[src/rtl/twp_pkg.sv]
package twp_pkg;

  // Strobes from control to datapath
  typedef struct packed {
    logic load;    // capture operands
    logic advSrc;  // source step +1
    logic advDst;  // destination step +1
    logic clear;   // loop finished: zero the steps
  } ctrlStrobes_t;

  // Status from datapath to control
  typedef struct packed {
    logic srcOut;  // source step at/after vector length
    logic dstOut;  // destination step at/after vector length
    logic srcBit;  // effective source mask bit at the step
    logic dstBit;  // effective destination mask bit at the step
  } dpStatus_t;

endpackage

[src/rtl/twp_datapath.sv]
module twp_datapath
  import twp_pkg::*;
#(
  parameter int MAXVL  = 16,
  parameter int STEP_W = $clog2(MAXVL + 1)
) (
  input  logic               clk,
  input  logic               rst_n,
  input  ctrlStrobes_t       strb,
  input  logic [STEP_W-1:0]  vecLen,
  input  logic [STEP_W-1:0]  srcStepInit,
  input  logic [STEP_W-1:0]  dstStepInit,
  input  logic [MAXVL-1:0]   srcMask,
  input  logic [MAXVL-1:0]   dstMask,
  input  logic               srcInvert,
  input  logic               dstInvert,
  output dpStatus_t          stat,
  output logic [STEP_W-1:0]  srcStep,
  output logic [STEP_W-1:0]  dstStep
);

  localparam int IDX_W = (MAXVL > 1) ? $clog2(MAXVL) : 1;
  localparam logic [STEP_W-1:0] MAXVL_C = STEP_W'(MAXVL);

  logic [STEP_W-1:0] vlReg;
  logic [MAXVL-1:0]  srcMaskReg;
  logic [MAXVL-1:0]  dstMaskReg;
  logic [STEP_W-1:0] vlClamped;

  assign vlClamped = (vecLen > MAXVL_C) ? MAXVL_C : vecLen;

  always_ff @(posedge clk) begin
    if (!rst_n) begin
      vlReg      <= '0;
      srcMaskReg <= '0;
      dstMaskReg <= '0;
    end else if (strb.load) begin
      vlReg      <= vlClamped;
      srcMaskReg <= srcInvert ? ~srcMask : srcMask;
      dstMaskReg <= dstInvert ? ~dstMask : dstMask;
    end
  end

  always_ff @(posedge clk) begin
    if (!rst_n) begin
      srcStep <= '0;
      dstStep <= '0;
    end else if (strb.load) begin
      srcStep <= srcStepInit;
      dstStep <= dstStepInit;
    end else if (strb.clear) begin
      srcStep <= '0;
      dstStep <= '0;
    end else begin
      if (strb.advSrc) srcStep <= srcStep + 1'b1;
      if (strb.advDst) dstStep <= dstStep + 1'b1;
    end
  end

  always_comb begin
    stat.srcOut = (srcStep >= vlReg);
    stat.dstOut = (dstStep >= vlReg);
    stat.srcBit = !stat.srcOut && srcMaskReg[srcStep[IDX_W-1:0]];
    stat.dstBit = !stat.dstOut && dstMaskReg[dstStep[IDX_W-1:0]];
  end


  clear_zero_chk: assert property (@(posedge clk) disable iff (!rst_n)
    strb.clear |=> (srcStep == '0 && dstStep == '0));


  no_adv_past_vl_chk: assert property (@(posedge clk) disable iff (!rst_n)
    (strb.advSrc || strb.advDst) |-> (!stat.srcOut && !stat.dstOut));


  vl_bound_chk: assert property (@(posedge clk) disable iff (!rst_n)
    vlReg <= MAXVL_C);

endmodule

[src/rtl/twp_control.sv]
module twp_control
  import twp_pkg::*;
(
  input  logic         clk,
  input  logic         rst_n,
  input  logic         start,
  input  dpStatus_t    stat,
  output ctrlStrobes_t strb,
  output logic         busy,
  output logic         pairValid,
  output logic         done
);

  typedef enum logic {ST_IDLE, ST_RUN} state_t;
  state_t state;

  logic running;
  logic anyOut;

  assign running = (state == ST_RUN);
  assign anyOut  = stat.srcOut || stat.dstOut;

  always_comb begin
    pairValid   = running && !anyOut && stat.srcBit && stat.dstBit;
    done        = running && anyOut;
    strb.load   = !running && start;
    strb.clear  = done;
    strb.advSrc = running && !anyOut && (pairValid || !stat.srcBit);
    strb.advDst = running && !anyOut && (pairValid || !stat.dstBit);
  end

  assign busy = running;

  always_ff @(posedge clk) begin
    if (!rst_n)          state <= ST_IDLE;
    else if (strb.load)  state <= ST_RUN;
    else if (done)       state <= ST_IDLE;
  end


  pair_done_excl_chk: assert property (@(posedge clk) disable iff (!rst_n)
    !(pairValid && done));


  done_ends_busy_chk: assert property (@(posedge clk) disable iff (!rst_n)
    done |=> !busy);


  busy_hold_chk: assert property (@(posedge clk) disable iff (!rst_n)
    (busy && !done) |=> busy);


  pair_advances_chk: assert property (@(posedge clk) disable iff (!rst_n)
    pairValid |-> (strb.advSrc && strb.advDst));

endmodule

[src/rtl/twinpred_seq.sv]
module twinpred_seq
  import twp_pkg::*;
#(
  parameter int MAXVL  = 16,
  parameter int STEP_W = $clog2(MAXVL + 1)
) (
  input  logic              clk,
  input  logic              rst_n,
  input  logic              start,
  input  logic [STEP_W-1:0] vecLen,
  input  logic [STEP_W-1:0] srcStepInit,
  input  logic [STEP_W-1:0] dstStepInit,
  input  logic [MAXVL-1:0]  srcMask,
  input  logic [MAXVL-1:0]  dstMask,
  input  logic              srcInvert,
  input  logic              dstInvert,
  output logic              busy,
  output logic              pairValid,
  output logic [STEP_W-1:0] srcIdx,
  output logic [STEP_W-1:0] dstIdx,
  output logic              done,
  output logic [STEP_W-1:0] srcStepOut,
  output logic [STEP_W-1:0] dstStepOut
);

  ctrlStrobes_t strb;
  dpStatus_t    stat;
  logic [STEP_W-1:0] srcStep;
  logic [STEP_W-1:0] dstStep;

  twp_control u_ctrl (
    .clk(clk), .rst_n(rst_n), .start(start), .stat(stat), .strb(strb),
    .busy(busy), .pairValid(pairValid), .done(done)
  );

  twp_datapath #(.MAXVL(MAXVL), .STEP_W(STEP_W)) u_dp (
    .clk(clk), .rst_n(rst_n), .strb(strb), .vecLen(vecLen),
    .srcStepInit(srcStepInit), .dstStepInit(dstStepInit),
    .srcMask(srcMask), .dstMask(dstMask),
    .srcInvert(srcInvert), .dstInvert(dstInvert),
    .stat(stat), .srcStep(srcStep), .dstStep(dstStep)
  );

  assign srcIdx     = srcStep;
  assign dstIdx     = dstStep;
  assign srcStepOut = srcStep;
  assign dstStepOut = dstStep;

endmodule

[config.mk]
export PLATFORM = sky130hd
export DESIGN_NAME = twinpred_seq
export DESIGN_NICKNAME = d
export VERILOG_FILES = /design/src/rtl/twp_pkg.sv /design/src/rtl/twp_datapath.sv /design/src/rtl/twp_control.sv /design/src/rtl/twinpred_seq.sv
export SDC_FILE = /design/constraint.sdc
export NUM_CORES = 1
export LEC_CHECK = 0
export BUFFER_PORTS_ARGS = -buffer_cell sky130_fd_sc_hd__buf_2
export CAP_MARGIN = 0
export CORE_MARGIN = 3
export CORE_UTILIZATION = 35
export DETAILED_ROUTE_END_ITERATION = 10
export PLACE_DENSITY = 0.56
export SLEW_MARGIN = 20
export SYNTH_ARGS = -nofsm -noshare
export SYNTH_HDL_FRONTEND = slang
export SYNTH_SLANG_ARGS = --single-unit
[constraint.sdc]
create_clock -name clk -period 4.9 [get_ports clk]
set_input_delay 0.49 -clock clk [delete_from_list [all_inputs] [get_ports clk]]
set_output_delay 0.49 -clock clk [all_outputs]
set_load 0.005 [all_outputs]
==> results of run 1 <==
[layer usage]
| metal | share of wire | vias up |
|---|---|---|
| met5 | 0 | - |
| met1 | 0.47 | 1094 |
| met2 | 0.46 | 62 |
| li1 | - | 1240 |
| met4 | 0.011 | 0 |
| met3 | 0.051 | 8 |
[power by group]
group / internal (µW) / leakage (µW) / switching (µW) / total (µW)
Clock: 201 / 0.0000642 / 131 / 332
Sequential: 428 / 0.000398 / 45.1 / 473
Combinational: 141 / 0.000930 / 142 / 282
Total: 769 / 0.00139 / 318 / 1090
[how the worst max path moves through the flow]
stage | start | end | slack (ns) | depth (start not counted)
after floorplan | u_dp.srcStep[0]$_SDFFE_PN0P_ | pairValid | 2.09 | 9
after global placement | u_dp.dstStep[0]$_SDFFE_PN0P_ | pairValid | 2.19 | 9
after detailed placement | u_dp.dstStep[0]$_SDFFE_PN0P_ | done | 2.10 | 8
after CTS | u_dp.dstStep[0]$_SDFFE_PN0P_ | done | 1.76 | 8
after global routing | u_dp.dstStep[0]$_SDFFE_PN0P_ | done | 1.50 | 8
final | u_dp.dstStep[0]$_SDFFE_PN0P_ | done | 1.79 | 8
[synthesized netlist by cell type, types with 7 or more instances]
| library cell | n | share of area |
|---|---|---|
| nand2_1 | 14 | 0.018 |
| ha_1 | 12 | 0.052 |
| a211oi_1 | 35 | 0.092 |
| dfxtp_1 | 48 | 0.34 |
| buf_4 | 10 | 0.026 |
| inv_1 | 17 | 0.022 |
| nand3_1 | 11 | 0.019 |
| nor2_1 | 34 | 0.045 |
| clkbuf_1 | 18 | 0.024 |
| xnor2_1 | 34 | 0.10 |
| mux4_2 | 7 | 0.055 |
| a21oi_1 | 18 | 0.031 |
[state kept, by name, indices dropped and copies added, names as in the netlist]
signal           count
u_dp.srcStep         5
u_dp.dstStep         5
u_dp.dstMaskReg     16
u_ctrl.busy          1
u_dp.srcMaskReg     16
u_dp.vlReg           5
[area by class of cell]
class	instances	share of cell area
multi-input combinational	220	0.499
sequential	48	0.287
timing repair buffer	77	0.117
tap	102	0.0381
clock buffer	5	0.0205
inverter	18	0.0202
clock inverter	2	0.0179
[kinds of logic (layout without fill, tap and decap cells)]
| group | after synthesis | after routing | synth area share |
|---|---|---|---|
| xor gates and xnor gates | 36 | 36 | 0.110 |
| muxes | 11 | 11 | 0.0821 |
| buffers and inverters | 51 | 102 | 0.0830 |
| AOI/OAI and AO/OA | 77 | 77 | 0.187 |
| adders and majority gates | 12 | 12 | 0.0524 |
| DFF | 48 | 48 | 0.335 |
| and+or+nand+nor | 84 | 84 | 0.150 |
[stage by stage]
step | total power [µW] | cells | cell area, µm²
after floorplan | 687 | 319 | 2870
after global placement | 764 | 465 | 3220
after global routing | 1160 | 472 | 3350
after detailed placement | 767 | 465 | 3220
final | 1090 | 472 | 3350
after CTS | 1100 | 472 | 3350
[critical path, stage by stage, from the launching register on]
cell and delay (ns):
dfxtp_1 0.58, inv_1 0.15, ha_1 0.30, nand2b_1 0.14, a21oi_1 0.22, o21ai_0 0.19, o31ai_1 0.54, inv_1 0.07
buf_2 0.14
==> impl_metrics.tcl, run 1 <==
set metrics [dict create \
    outcome "finished, final reports clean" \
    grt_pass1_vias 2217 \
    peakVddDrop_uv 124 \
    fin_crit_sh 0.634 \
    final_common_cell "buf_2" \
    r2r_start "u_dp.dstStep[0]$_SDFFE_PN0P_" \
    cp-start-kind "register" \
    critPathArrivalTime_ns 2.62 \
    r2r-end "u_dp.dstStep[1]$_SDFFE_PN0P_" \
    crit_path_max_fanout 10 \
    ctsHoldBuffers 0 \
    hold-path-endpoint "u_dp.vlReg[2]$_SDFFE_PN0P_" \
    wl_per_cell_um 14.0 \
    hold_path.class "reg -> reg" \
    fin_skew_ns 0.00482 \
    fin_ws_ns 1.79 \
    p_leak_uw 0.00139 \
    layout_common_cells "74 x buf_2, 48 x dfxtp_1, 35 x a211oi_1, 34 x nor2_1, 34 x xnor2_1" \
    die_area_um2 9310 \
    synth_cells 319 \
    finalSetupViolCount 0 \
    cts_tree "done" \
    port_buffers 74 \
    report.final.hold_viol_count 0 \
    multi_input_area_um2 1670 \
    grt_pass1_wl_um 10700 \
    ctsHtreeMaxLevel 2 \
    setup.worst_path.class "reg -> out" \
    drv_cap 0 \
    dr.pass1.iters 4 \
    hold_ws_ns 0.452 \
    met1_usage 0.204 \
    hold_path_depth 2 \
    diodes 0 \
    power.density_nw_per_um2 324 \
    routed_wl_um 6610 \
    synth_edf_count 0 \
    drv_slew 0 \
    cts_resized 0 \
    drive_above_1_share 0.270 \
    rrSetupSlack_ns 2.18 \
    ff_latch_area_um2 961 \
    rows 32 \
    ys_seq_elements 48 \
    r2r_cells 8 \
    hpwl_um 4950 \
    fin_nets 434 \
    synth_area_per_cell_um2 8.98 \
    gp_congestion 0.840 \
    seq_area_frac_synth 0.335 \
    clk_root_buffer_cell "clkbuf_8" \
    ant_nets 0 \
    drc 0 \
    maxClockFrequency_mhz 322 \
    clockBufferDepth 2 \
    numCtsBuffers 5 \
    vias 2404 \
    critPathCaptureType "output pin" \
    clk_pin_slew_ns 0.09 \
    grt_usage 0.148 \
    ys_types 47 \
    insertion_delay_ns 0.30 \
    die-width_um 96.5 \
    period_needed_ns 3.11 \
    grt-ovfl-total 0 \
    yosysWarnings 0 \
    yosys_most_used_dff "dfxtp_1" \
    antenna_found_initial 0 \
    cp.required_ns 4.41 \
    rsz0062_at_grt "no" \
    postCtsSetupBuffers 0 \
    syn_area_um2 2870 \
    drt-initial-drc-count 60 \
    io_pins 75 \
    die_h_um 96.5 \
    initial_core_util 0.365 \
    final_util 0.427 \
    use_met2 0.237 \
    fin_setup_tns_ns 0 \
    viasPerCell 5.09 \
    slew_headroom 0.358 \
    n_fill_cell 840 \
    min_from "u_dp.vlReg[2]$_SDFFE_PN0P_" \
    synthArstFlopShare 0 \
    area_growth_pct 17.0 \
    busiest_layer "met2" \
    grt_use_met3 0.0287 \
    cts.sinks 48 \
    dp_slack_ns 2.10 \
    worst_pin_slew_ns 0.962 \
    grt_max_degree 70 \
    synth_fp_nets 383 \
    core_um2 7850 \
]
Power figures use the tool's default switching activity.
==> inputs of run 2 (changes only) <==
--- a/config.mk
+++ b/config.mk
@@ -10,7 +10,7 @@
 export CORE_MARGIN = 3
 export CORE_UTILIZATION = 35
 export DETAILED_ROUTE_END_ITERATION = 10
-export PLACE_DENSITY = 0.56
+export PLACE_DENSITY = 0.58
 export SLEW_MARGIN = 20
 export SYNTH_ARGS = -nofsm -noshare
 export SYNTH_HDL_FRONTEND = slang
==> constraint.sdc (replaced) <==
create_clock -name clk -period 2.6 [get_ports clk]
set_input_delay 0.26 -clock clk [delete_from_list [all_inputs] [get_ports clk]]
set_output_delay 0.26 -clock clk [all_outputs]
set_load 0.005 [all_outputs]
==> impl_metrics.tcl, run 2 (same netlist as run 1, synthesis figures left out) <==
set metrics [dict create \
    die-width_um 96.5 \
    drv_cap 0 \
    maxClockFrequency_mhz 400 \
    critPathArrivalTime_ns 2.24 \
    wl_met2_um 3210 \
    die_h_um 96.5 \
    drive_above_1_share 0.303 \
    cp-start-kind "register" \
    grt-ovfl-total 0 \
    fin_crit_sh 0.961 \
    viasPerCell 5.07 \
    instances_no_fill 482 \
    final_util 0.436 \
    cp.required_ns 2.34 \
    io_pins 75 \
    drv_slew 0 \
    grt_pass1_wl_um 10900 \
    ctsHoldBuffers 0 \
    die_area_um2 9310 \
    path_cells "mux4_1, mux4_2, o211ai_1, nor3b_1, buf_2" \
    layout_common_cells "74 x buf_2, 46 x dfxtp_1, 35 x a211oi_1, 34 x nor2_1, 34 x xnor2_1" \
    dr.pass1.iters 4 \
    finalSetupViolCount 0 \
    ctsHtreeMaxLevel 2 \
    core_um2 7850 \
    critPathCaptureType "output pin" \
    drt-met1-wl_um 3200 \
    fin_nets 443 \
    final_common_cell "buf_2" \
    hold_path.class "in -> reg" \
    power.density_nw_per_um2 586 \
    diodes 0 \
    crit_slowest_cell "mux4_1" \
    setup.worst_path.class "reg -> out" \
    grt_max_degree 70 \
    wl_per_cell_um 14.3 \
    grt_usage 0.149 \
    p_leak_uw 0.00143 \
    place_inst 473 \
    cpPeakStageDelay_ns 0.59 \
    hpwl_um 5120 \
    ant_nets 0 \
    cts.sinks 48 \
    dr_wl_met3_um 379 \
    antenna_found_initial 0 \
    grt_pass1_vias 2295 \
    gp_congestion 0.889 \
    drc 0 \
    fin_setup_tns_ns 0 \
    crit_path_max_fanout 6 \
    clk_pin_slew_ns 0.09 \
    clk_root_buffer_cell "clkbuf_8" \
    slew_headroom 0.579 \
    report.final.hold_viol_count 0 \
    period_needed_ns 2.50 \
    top_layer "met4" \
    area_growth_pct 19.5 \
    crit_family "multiplexers" \
    crit_buf_inv 1 \
    drt-initial-drc-count 91 \
    reg_top3 "u_dp.dstMaskReg x16, u_dp.srcMaskReg x16" \
    clockBufferDepth 2 \
    routed_wl_um 6880 \
    insertion_delay_ns 0.29 \
    peakVddDrop_uv 221 \
    numCtsBuffers 5 \
    n_fill_cell 843 \
    cts_tree "done" \
    initial_core_util 0.365 \
    vias 2445 \
    outcome "finished, final reports clean" \
    port_buffers 74 \
    fin_skew_ns 0.00573 \
    rows 32 \
    worst_pin_slew_ns 0.631 \
]
-- run 2: power breakdown --
group	leakage [µW]	switching (µW)	internal, µW	total, µW
sequential	0.000399	68.3	807	875
clock	0.0000552	245	286	531
combinational	0.000978	306	292	598
total	0.00143	619	1380	2000
-- run 2: routing by layer --
| layer | track usage | up-vias |
|---|---|---|
| met4 | 0.0409 | 0 |
| met5 | 0 | - |
| met3 | 0.0256 | 9 |
| li1 | - | 1257 |
| met2 | 0.242 | 71 |
| met1 | 0.204 | 1108 |
-- run 2: layout make-up --
type / count / area [µm²] / share of cell area
clock buffer: 6 / 72.6 / 0.0212
clock inverter: 2 / 35.0 / 0.0102
inverter: 18 / 67.6 / 0.0197
multi-input combinational: 220 / 1690 / 0.494
sequential: 48 / 968 / 0.283
tap: 102 / 128 / 0.0373
timing repair buffer: 86 / 460 / 0.135
-- run 2: final timing paths --
check / from / endpoint / slack, ns / cells after the start
setup / recovery: u_dp.dstStep[0]$_SDFFE_PN0P_ / pairValid / 0.10 / 5
hold / removal: vecLen[1] / u_dp.vlReg[1]$_SDFFE_PN0P_ / 0.23 / 3
hold reg to reg: u_dp.vlReg[1]$_SDFFE_PN0P_ / u_dp.vlReg[1]$_SDFFE_PN0P_ / 0.46 / 2
setup reg to reg: u_dp.dstStep[0]$_SDFFE_PN0P_ / u_dp.srcStep[1]$_SDFFE_PN0P_ / 0.23 / 6
-- run 2: timing repair --
action,CTS,global route
setup buffers,1,0
endpoints found under the setup margin,2,3
gates resized for setup,3,6
pin swaps,1,1
-- run 2: metrics by stage --
stage	hold slack, ns	area (µm²)	setup WS (ns)	power (µW)
after floorplan	0.391	2870	0.0163	1290
after detailed placement	0.447	3280	0.0736	1470
after CTS	0.219	3400	0.0440	2020
final	0.226	3420	0.102	2000
after global placement	0.444	3280	0.164	1460
after global routing	0.230	3420	-0.0165	2130
-- run 2: worst min-delay path: stages --
cell and delay [ns]:
buf_2 0.10, nand3b_1 0.07, a21oi_1 0.06
